## config.mk

```make
export PLATFORM = sky130hd
export DESIGN_NAME = qdec_counter
export DESIGN_NICKNAME = d
export VERILOG_FILES = /design/src/rtl/qdec_pkg.sv /design/src/rtl/qdec_sync.sv /design/src/rtl/qdec_phase.sv /design/src/rtl/qdec_core.sv /design/src/rtl/qdec_counter.sv
export SDC_FILE = /design/constraint.sdc
export NUM_CORES = 1
export LEC_CHECK = 0
export BUFFER_PORTS_ARGS = -buffer_cell sky130_fd_sc_hd__buf_2
export CORE_UTILIZATION = 30
export CTS_CLUSTER_SIZE = 12
export DETAILED_ROUTE_END_ITERATION = 7
export SLEW_MARGIN = 20
export SYNTH_ARGS = -nofsm -noshare
export SYNTH_HDL_FRONTEND = slang
export SYNTH_SLANG_ARGS = --single-unit
```

## constraint.sdc

```tcl
create_clock -name clk -period 2.75 [get_ports clk]
set_input_delay 0.1375 -clock clk [delete_from_list [all_inputs] [get_ports clk]]
set_output_delay 0.1375 -clock clk [all_outputs]
set_load 0.01 [all_outputs]
```

## src/rtl/qdec_pkg.sv

```systemverilog
package qdec_pkg;

    typedef enum logic [2:0] {
        PH_INIT = 3'd0,
        PH_00   = 3'd1,
        PH_10   = 3'd2,
        PH_11   = 3'd3,
        PH_01   = 3'd4
    } phase_e;

    typedef enum logic [1:0] {
        IDX_OFF   = 2'b00,
        IDX_CLEAR = 2'b01,
        IDX_GATE  = 2'b10,
        IDX_RSVD  = 2'b11
    } idx_mode_e;

    localparam logic [1:0] A_CTRL   = 2'd0;
    localparam logic [1:0] A_STAT   = 2'd1;
    localparam logic [1:0] A_RELOAD = 2'd2;
    localparam logic [1:0] A_COUNT  = 2'd3;

    localparam int CTRL_W     = 9;
    localparam int C_WIDE     = 0;
    localparam int C_X4       = 1;
    localparam int C_CLRCMP   = 2;
    localparam int C_RLDUNF   = 3;
    localparam int C_IDX_LO   = 4;
    localparam int C_IDX_HI   = 5;
    localparam int C_CMP_IE   = 6;
    localparam int C_OVF_IE   = 7;
    localparam int C_UNF_IE   = 8;

    localparam int S_RUN = 0;
    localparam int S_CMP = 1;
    localparam int S_OVF = 2;
    localparam int S_UNF = 3;
    localparam int S_DIR = 4;

endpackage

```

## src/rtl/qdec_sync.sv

```systemverilog
module qdec_sync #(
    parameter int STAGES = 2,
    parameter int WIDTH  = 3
) (
    input  logic             clk,
    input  logic             rst_n,
    input  logic [WIDTH-1:0] din,
    output logic [WIDTH-1:0] dout
);
    logic [STAGES-1:0][WIDTH-1:0] chain_q;

    always_ff @(posedge clk or negedge rst_n) begin
        if (!rst_n) begin
            chain_q <= '0;
        end else begin
            chain_q[0] <= din;
            for (int i = 1; i < STAGES; i++) begin
                chain_q[i] <= chain_q[i-1];
            end
        end
    end

    assign dout = chain_q[STAGES-1];
endmodule

```

## src/rtl/qdec_phase.sv

```systemverilog
module qdec_phase
    import qdec_pkg::*;
(
    input  logic clk,
    input  logic rst_n,
    input  logic a_i,
    input  logic b_i,
    input  logic x4_i,
    output logic step_o,
    output logic up_o
);
    phase_e state_q;
    phase_e phase_now;

    always_comb begin
        unique case ({a_i, b_i})
            2'b00:   phase_now = PH_00;
            2'b10:   phase_now = PH_10;
            2'b11:   phase_now = PH_11;
            default: phase_now = PH_01;
        endcase
    end

    always_ff @(posedge clk or negedge rst_n) begin
        if (!rst_n) state_q <= PH_INIT;
        else        state_q <= phase_now;
    end

    // A-edge moves always step; B-edge moves step only at fourfold resolution.
    always_comb begin
        step_o = 1'b0;
        up_o   = 1'b0;
        unique case (state_q)
            PH_INIT: ;
            PH_00: begin
                if (phase_now == PH_10)      begin step_o = 1'b1; up_o = 1'b1; end
                else if (phase_now == PH_01) begin step_o = x4_i; up_o = 1'b0; end
            end
            PH_10: begin
                if (phase_now == PH_11)      begin step_o = x4_i; up_o = 1'b1; end
                else if (phase_now == PH_00) begin step_o = 1'b1; up_o = 1'b0; end
            end
            PH_11: begin
                if (phase_now == PH_01)      begin step_o = 1'b1; up_o = 1'b1; end
                else if (phase_now == PH_10) begin step_o = x4_i; up_o = 1'b0; end
            end
            PH_01: begin
                if (phase_now == PH_00)      begin step_o = x4_i; up_o = 1'b1; end
                else if (phase_now == PH_11) begin step_o = 1'b1; up_o = 1'b0; end
            end
            default: ;
        endcase
    end

    // a sample where both phases moved never yields a step
    a_r4_no_step_on_jump: assert property (@(posedge clk) disable iff (!rst_n)
        (state_q != PH_INIT && a_i != $past(a_i) && b_i != $past(b_i)) |-> !step_o);

    // at twofold resolution a step always coincides with an edge of A
    a_r3_x2_only_a_edges: assert property (@(posedge clk) disable iff (!rst_n)
        (state_q != PH_INIT && !x4_i && step_o) |-> (a_i != $past(a_i)));
endmodule

```

## src/rtl/qdec_core.sv

```systemverilog
module qdec_core
    import qdec_pkg::*;
#(
    parameter int W  = 16,
    parameter int NW = 8
) (
    input  logic         clk,
    input  logic         rst_n,
    input  logic         step_i,
    input  logic         up_i,
    input  logic         idx_lvl_i,
    input  logic         wide_i,
    input  logic         clr_en_i,
    input  logic         rld_en_i,
    input  idx_mode_e    idx_mode_i,
    input  logic         run_i,
    input  logic [W-1:0] reload_i,
    input  logic         cnt_we_i,
    input  logic [W-1:0] cnt_wdata_i,
    input  logic         stat_we_i,
    input  logic [2:0]   flag_keep_i,
    output logic [W-1:0] count_o,
    output logic         cmp_f_o,
    output logic         ovf_f_o,
    output logic         unf_f_o,
    output logic         dir_o
);
    localparam logic [W-1:0] MAX_WIDE   = '1;
    localparam logic [W-1:0] MAX_NARROW = {{(W-NW){1'b0}}, {NW{1'b1}}};

    logic [W-1:0] count_q, cnt_d, cmax, target;
    logic         pend_q, pend_d, idx_q, dir_d;
    logic         idx_clr, gate_ok, go;
    logic         cmp_set, ovf_set, unf_set;

    assign cmax    = wide_i ? MAX_WIDE : MAX_NARROW;
    assign target  = reload_i & cmax;
    assign idx_clr = (idx_mode_i == IDX_CLEAR) && idx_lvl_i && !idx_q;
    assign gate_ok = (idx_mode_i != IDX_GATE) || idx_lvl_i;
    assign go      = step_i && run_i && gate_ok;

    always_comb begin
        cnt_d   = count_q;
        pend_d  = pend_q;
        dir_d   = dir_o;
        cmp_set = 1'b0;
        ovf_set = 1'b0;
        unf_set = 1'b0;
        if (idx_clr) begin
            cnt_d  = '0;
            pend_d = 1'b0;
        end else if (cnt_we_i) begin
            cnt_d  = cnt_wdata_i;
            pend_d = 1'b0;
        end else if (go) begin
            dir_d = up_i;
            if (pend_q && clr_en_i) begin
                cnt_d  = '0;
                pend_d = 1'b0;
            end else begin
                if (up_i) begin
                    if (count_q == cmax) begin
                        cnt_d   = '0;
                        ovf_set = 1'b1;
                    end else begin
                        cnt_d = count_q + 1'b1;
                    end
                end else begin
                    if (count_q == '0) begin
                        cnt_d   = rld_en_i ? target : cmax;
                        unf_set = 1'b1;
                    end else begin
                        cnt_d = count_q - 1'b1;
                    end
                end
                if ((cnt_d & cmax) == target) begin
                    cmp_set = 1'b1;
                    pend_d  = clr_en_i;
                end
            end
        end
        cnt_d = cnt_d & cmax;
    end

    always_ff @(posedge clk or negedge rst_n) begin
        if (!rst_n) begin
            count_q <= '0;
            pend_q  <= 1'b0;
            idx_q   <= 1'b0;
            dir_o   <= 1'b0;
            cmp_f_o <= 1'b0;
            ovf_f_o <= 1'b0;
            unf_f_o <= 1'b0;
        end else begin
            count_q <= cnt_d;
            pend_q  <= pend_d;
            idx_q   <= idx_lvl_i;
            dir_o   <= dir_d;
            cmp_f_o <= ((stat_we_i ? flag_keep_i[0] : 1'b1) & cmp_f_o) | cmp_set;
            ovf_f_o <= ((stat_we_i ? flag_keep_i[1] : 1'b1) & ovf_f_o) | ovf_set;
            unf_f_o <= ((stat_we_i ? flag_keep_i[2] : 1'b1) & unf_f_o) | unf_set;
        end
    end

    assign count_o = count_q;

    // up step at the top of the range wraps to zero with overflow
    a_r6_overflow_wrap: assert property (@(posedge clk) disable iff (!rst_n)
        (go && up_i && !(pend_q && clr_en_i) && count_q == cmax && !cnt_we_i && !idx_clr)
        |=> (count_q == '0 && ovf_f_o));

    // down step at zero with reload enabled loads the shared value
    a_r7_underflow_reload: assert property (@(posedge clk) disable iff (!rst_n)
        (go && !up_i && !(pend_q && clr_en_i) && count_q == '0 && rld_en_i && !cnt_we_i && !idx_clr)
        |=> (count_q == ($past(reload_i) & $past(cmax)) && unf_f_o));

    // a pending clear turns the next counting event into a clear
    a_r8_clear_after_match: assert property (@(posedge clk) disable iff (!rst_n)
        (go && pend_q && clr_en_i && !cnt_we_i && !idx_clr) |=> (count_q == '0));

    // a low index line in gate mode freezes the count
    a_r11_gate_holds: assert property (@(posedge clk) disable iff (!rst_n)
        (idx_mode_i == IDX_GATE && !idx_lvl_i && !cnt_we_i && (count_q & cmax) == count_q)
        |=> $stable(count_q));

    // a stopped counter holds its value
    a_r5_stopped_holds: assert property (@(posedge clk) disable iff (!rst_n)
        (!run_i && !cnt_we_i && !idx_clr && (count_q & cmax) == count_q) |=> $stable(count_q));

    // flags stay set until a status write clears them
    a_r12_flag_sticky: assert property (@(posedge clk) disable iff (!rst_n)
        (ovf_f_o && !stat_we_i) |=> ovf_f_o);
endmodule

```

## src/rtl/qdec_counter.sv

```systemverilog
module qdec_counter
    import qdec_pkg::*;
#(
    parameter int CNT_W       = 16,
    parameter int NARROW_W    = 8,
    parameter int SYNC_STAGES = 2
) (
    input  logic             clk,
    input  logic             rst_n,
    input  logic             phase_a,
    input  logic             phase_b,
    input  logic             index_in,
    input  logic             wr_en,
    input  logic [1:0]       wr_addr,
    input  logic [CNT_W-1:0] wr_data,
    input  logic [1:0]       rd_addr,
    output logic [CNT_W-1:0] rd_data,
    output logic             irq
);
    logic [2:0]        sync_out;
    logic              a_s, b_s, idx_s;
    logic              step, up;
    logic [CTRL_W-1:0] ctrl_q;
    logic [CNT_W-1:0]  reload_q;
    logic              run_q;
    logic [CNT_W-1:0]  count;
    logic              cmp_f, ovf_f, unf_f, dir;
    logic              cnt_we, stat_we;

    qdec_sync #(.STAGES(SYNC_STAGES), .WIDTH(3)) i_sync (
        .clk  (clk),
        .rst_n(rst_n),
        .din  ({index_in, phase_b, phase_a}),
        .dout (sync_out)
    );
    assign a_s   = sync_out[0];
    assign b_s   = sync_out[1];
    assign idx_s = sync_out[2];

    qdec_phase i_phase (
        .clk   (clk),
        .rst_n (rst_n),
        .a_i   (a_s),
        .b_i   (b_s),
        .x4_i  (ctrl_q[C_X4]),
        .step_o(step),
        .up_o  (up)
    );

    assign cnt_we  = wr_en && (wr_addr == A_COUNT);
    assign stat_we = wr_en && (wr_addr == A_STAT);

    always_ff @(posedge clk or negedge rst_n) begin
        if (!rst_n) begin
            ctrl_q   <= '0;
            reload_q <= '0;
            run_q    <= 1'b0;
        end else if (wr_en) begin
            unique case (wr_addr)
                A_CTRL:   ctrl_q   <= wr_data[CTRL_W-1:0];
                A_STAT:   run_q    <= wr_data[S_RUN];
                A_RELOAD: reload_q <= wr_data;
                default:  ;
            endcase
        end
    end

    qdec_core #(.W(CNT_W), .NW(NARROW_W)) i_core (
        .clk        (clk),
        .rst_n      (rst_n),
        .step_i     (step),
        .up_i       (up),
        .idx_lvl_i  (idx_s),
        .wide_i     (ctrl_q[C_WIDE]),
        .clr_en_i   (ctrl_q[C_CLRCMP]),
        .rld_en_i   (ctrl_q[C_RLDUNF]),
        .idx_mode_i (idx_mode_e'(ctrl_q[C_IDX_HI:C_IDX_LO])),
        .run_i      (run_q),
        .reload_i   (reload_q),
        .cnt_we_i   (cnt_we),
        .cnt_wdata_i(wr_data),
        .stat_we_i  (stat_we),
        .flag_keep_i({wr_data[S_UNF], wr_data[S_OVF], wr_data[S_CMP]}),
        .count_o    (count),
        .cmp_f_o    (cmp_f),
        .ovf_f_o    (ovf_f),
        .unf_f_o    (unf_f),
        .dir_o      (dir)
    );

    always_comb begin
        rd_data = '0;
        unique case (rd_addr)
            A_CTRL:   rd_data = CNT_W'(ctrl_q);
            A_STAT:   begin
                rd_data[S_RUN] = run_q;
                rd_data[S_CMP] = cmp_f;
                rd_data[S_OVF] = ovf_f;
                rd_data[S_UNF] = unf_f;
                rd_data[S_DIR] = dir;
            end
            A_RELOAD: rd_data = reload_q;
            default:  rd_data = count;
        endcase
    end

    assign irq = (cmp_f & ctrl_q[C_CMP_IE]) | (ovf_f & ctrl_q[C_OVF_IE]) | (unf_f & ctrl_q[C_UNF_IE]);

    // with every enable off the interrupt stays low
    a_r13_irq_masked: assert property (@(posedge clk) disable iff (!rst_n)
        (!ctrl_q[C_CMP_IE] && !ctrl_q[C_OVF_IE] && !ctrl_q[C_UNF_IE]) |-> !irq);
endmodule

```

==> impl_metrics.yaml <==
hold_path:
  hp-class: "input port to register"
  hold_depth: 2
  hp-start: "wr_data[11]"
  hold_end: "reload_q[11]$_DFFE_PN0P_"
setup_path:
  critical_path_required_ps: 3030
  crit_path_start_kind: "register"
  critPathMaxFanout: 4
  cp.arrival_ps: 3290
  critical_path.endpoint_type: "register"
  worstRegToRegCells: 12
  reg2reg_from: "i_core.count_o[1]$_DFFE_PN0P_"
  rr_endpoint: "i_core.pend_q$_DFFE_PN0P_"
  rrSetupSlack_ps: -270
  criticalPathCategory: "register to register"
pwr:
  clkPwrFrac_pct: 24.6
  finalPower_mw: 4.06
  p_int_mw: 2.56
  switching_power_mw: 1.51
  p_leak_nw: 2.55
  ir_drop_v: 0.000460
  swShare_pct: 37.0
  pwr-share-comb_pct: 46.1
  power.density_nw_per_um2: 686
  pwr-share-seq_pct: 29.3
floorplan:
  rows: 43
  die_area_um2: 15000
  io-pin-count: 43
  core_um2: 14000
  die_x_um: 122
  die_y_um: 122
  initial_core_util_pct: 31.0
drt:
  viasPerCell: 5.60
  dr.pass1.iters: 5
  routedWlPerCell_um: 18.9
  routed_wl_um: 14800
  vias: 4381
  antenna_left: 0
  drt-initial-drc-count: 394
  post-route-drc-count: 0
timing:
  fin_hold_ws_ps: 54.1
  tns_ps: -524
  drv_slew: 0
  worst_pin_slew_ps: 695
  max_slew_margin_pct: 53.7
  rsz0062_at_grt: "yes"
  hold_viol: 0
  finalWorstSetupSlack_ps: -266
  fin_crit_sh_pct: 110
  fmax_mhz: 332
  finalSetupViolCount: 3
  clock_skew_ps: 5.80
  period_needed_ps: 3020
run:
  drv_cap: 0
yosys:
  ys.flop_type: "dfrtp_1"
  synth_edf_count: 0
  synth_largest_area_cell: "dfrtp_1"
  synth_top_family_by_area: "compound AO/OA/AOI/OAI gates"
  ys_ff_latch: 57
  yosysWarnings: 0
  synth.top_cell.area_share_pct: 32.7
  synthArstFlopShare_pct: 100
  synth_cell_types: 78
  synth.area.top_cells: "dfrtp_1 (33%), mux2_2 (8.5%), nand2_1 (3.1%)"
  synth_fp_nets: 501
  syn-cell-area_um2: 4360
  yosys.area_share.simple_pct: 20.3
  synthAdderAreaFrac_pct: 2.01
  synth_area_per_cell_um2: 9.31
  synthCells: 468
  synth_mux_area_share_pct: 13.2
  synth-xor-area-share_pct: 5.23
  synth_compound_area_share_pct: 20.8
  synth-seq-area-share_pct: 32.7
cells_and_area:
  area_delta_synth_final_pct: 36.0
  fin_nets: 632
  fin_util_pct: 42.2
  stdcell_count: 783
  drive_gt1_share_pct: 40.8
  diodes: 0
  fin_area_um2: 5920
clock_tree:
  clock_sinks: 57
  clockBufferDepth: 2
  root_buffer: "clkbuf_16"
  cts_tree: "yes"
  cts_max_level: 3
  clk_pin_slew_ps: 50
  clk_latency_ps: 330
  cts_buffers: 9
grt:
  grt-ovfl-total: 0
  grt_use_total_pct: 20.7
  grt_pass1_vias: 4294
  antenna_found_initial: 0
  grt_pass1_wl_um: 23400
  grt_max_degree: 33
placed_design:
  io_buffers: 42
  place_congestion: 0.969
  placed_area_um2: 5400
  place_hpwl_um: 10700
  dp_slack_ps: -488
  dp.cells: 750
run_status:
  failed_checks: "negative setup slack"
  outcome: "complete, but fails checks"
layer usage:
layer	routed length [µm]	up-vias	GRT usage, %
met5	0	-	0
met4	518	0	10.1
met3	939	40	2.88
met2	6820	183	32.5
met1	6520	2142	27.9
li1	-	2016	-
logic make-up after synthesis:
logic type / after synthesis
and+or+nand+nor: 154
xor gates and xnor gates: 26
muxes: 47
AOI/OAI and AO/OA: 123
adders and majority gates: 7
DFF: 57
buffers and inverters: 54
sequential cells by signal, indices dropped and copies added, names as in the netlist:
register / count
i_core.pend_q: 1
run_q: 1
i_sync.chain_q: 3
i_phase.state_q: 3
reload_q: 16
i_core.count_o: 16
i_core.idx_q: 1
i_core.dir_o: 1
i_core.ovf_f_o: 1
i_core.unf_f_o: 1
ctrl_q: 9
i_core.cmp_f_o: 1
i_sync.dout: 3
cell usage in the layout (no fill, tap or decap), drive strengths merged, types with 3 or more instances in the layout:
| cell type | n |
|---|---|
| buf | 157 |
| dfrtp | 57 |
| nand2 | 36 |
| mux2 | 33 |
| nor2 | 32 |
| o21ai | 30 |
| xor2 | 15 |
| a211oi | 15 |
| nor3 | 14 |
| inv | 13 |
| clkbuf | 12 |
| nor2b | 11 |
| nand3 | 11 |
| nand4 | 11 |
| a22oi | 11 |
| xnor2 | 11 |
| a21oi | 10 |
| mux2i | 9 |
| ha | 7 |
| a31oi | 6 |
| mux4 | 5 |
| nand2b | 5 |
| nor4 | 5 |
| a22o | 4 |
| dlygate4sd3 | 4 |
| nor3b | 4 |
| and4 | 4 |
| o41ai | 4 |
| o211ai | 3 |
| o31a | 3 |
| o22ai | 3 |
| o31ai | 3 |
| nand3b | 3 |
| o32ai | 3 |
| or4 | 3 |
| o21bai | 3 |
power groups by stage:
stage	Sequential [mW]	Clock, mW	Combinational, mW
finish	1.19	1.00	1.87
global route	1.21	1.06	2.01
CTS	1.19	1.03	1.81
detailed placement	1.20	0	1.70
global placement	1.19	0	1.68
floorplan	1.11	0	1.08
synth_stat cells (all sizes together), types with 3 or more instances:
master,instances
nand3b,3
a22o,4
o211ai,3
o22ai,3
mux2,33
o31a,3
a22oi,11
o41ai,4
nand3,11
mux2i,9
xor2,15
or4,3
o21ai,30
a211oi,15
nor3b,4
nor2b,11
a31oi,6
inv,13
nand2b,5
nand4,11
nor2,32
and4,4
o32ai,3
a21oi,10
ha,7
nand2,36
nor4,5
o31ai,3
o21bai,3
xnor2,11
buf,20
mux4,5
clkbuf,21
dfrtp,57
nor3,14
area by class of cell:
| class | count | area (µm²) |
|---|---|---|
| sequential | 57 | 1430 |
| clock buffer | 12 | 246 |
| inverter | 13 | 48.8 |
| tap | 180 | 225 |
| multi-input combinational | 357 | 2790 |
| clock inverter | 3 | 17.5 |
| fill | 1348 | 8120 |
| timing repair buffer | 161 | 1170 |
how the worst max path moves through the flow:
| stage | startpoint | to | slack, ps | cells after the start |
|---|---|---|---|---|
| 6_report | i_core.count_o[1]$_DFFE_PN0P_ | i_core.pend_q$_DFFE_PN0P_ | -270 | 12 |
| 5_1_grt | i_sync.dout[1]$_DFF_PN0_ | i_core.pend_q$_DFFE_PN0P_ | -390 | 14 |
| 4_1_cts | i_sync.dout[1]$_DFF_PN0_ | i_core.pend_q$_DFFE_PN0P_ | -270 | 14 |
| 3_5_place_dp | i_sync.dout[1]$_DFF_PN0_ | i_core.pend_q$_DFFE_PN0P_ | -490 | 13 |
| 3_3_place_gp | i_sync.dout[1]$_DFF_PN0_ | i_core.pend_q$_DFFE_PN0P_ | -360 | 13 |
| 2_1_floorplan | i_sync.dout[1]$_DFF_PN0_ | i_core.pend_q$_DFFE_PN0P_ | -40 | 13 |
critical path, stage by stage, from the launching register on:
cell,delay (ps)
dfrtp_1,390
buf_4,160
or4_4,570
buf_4,180
nor2_1,120
xor2_1,170
nor2_1,70
o32ai_2,350
xor2_1,190
nor4_4,350
nand2_1,80
mux2_4,270
nand2_2,50
timing repair:
| action | 4_1_cts | 5_1_grt |
|---|---|---|
| hold buffers | 4 | 0 |
| gates cloned | 1 | 0 |
| endpoints found under the hold margin | 29 | 0 |
| resized for setup | 17 | 11 |
| endpoints found under the setup margin | 3 | 5 |
| pin swaps | 11 | 4 |
| buffers inserted | 13 | 0 |
Note: power is estimated with default switching activity, not from simulation.
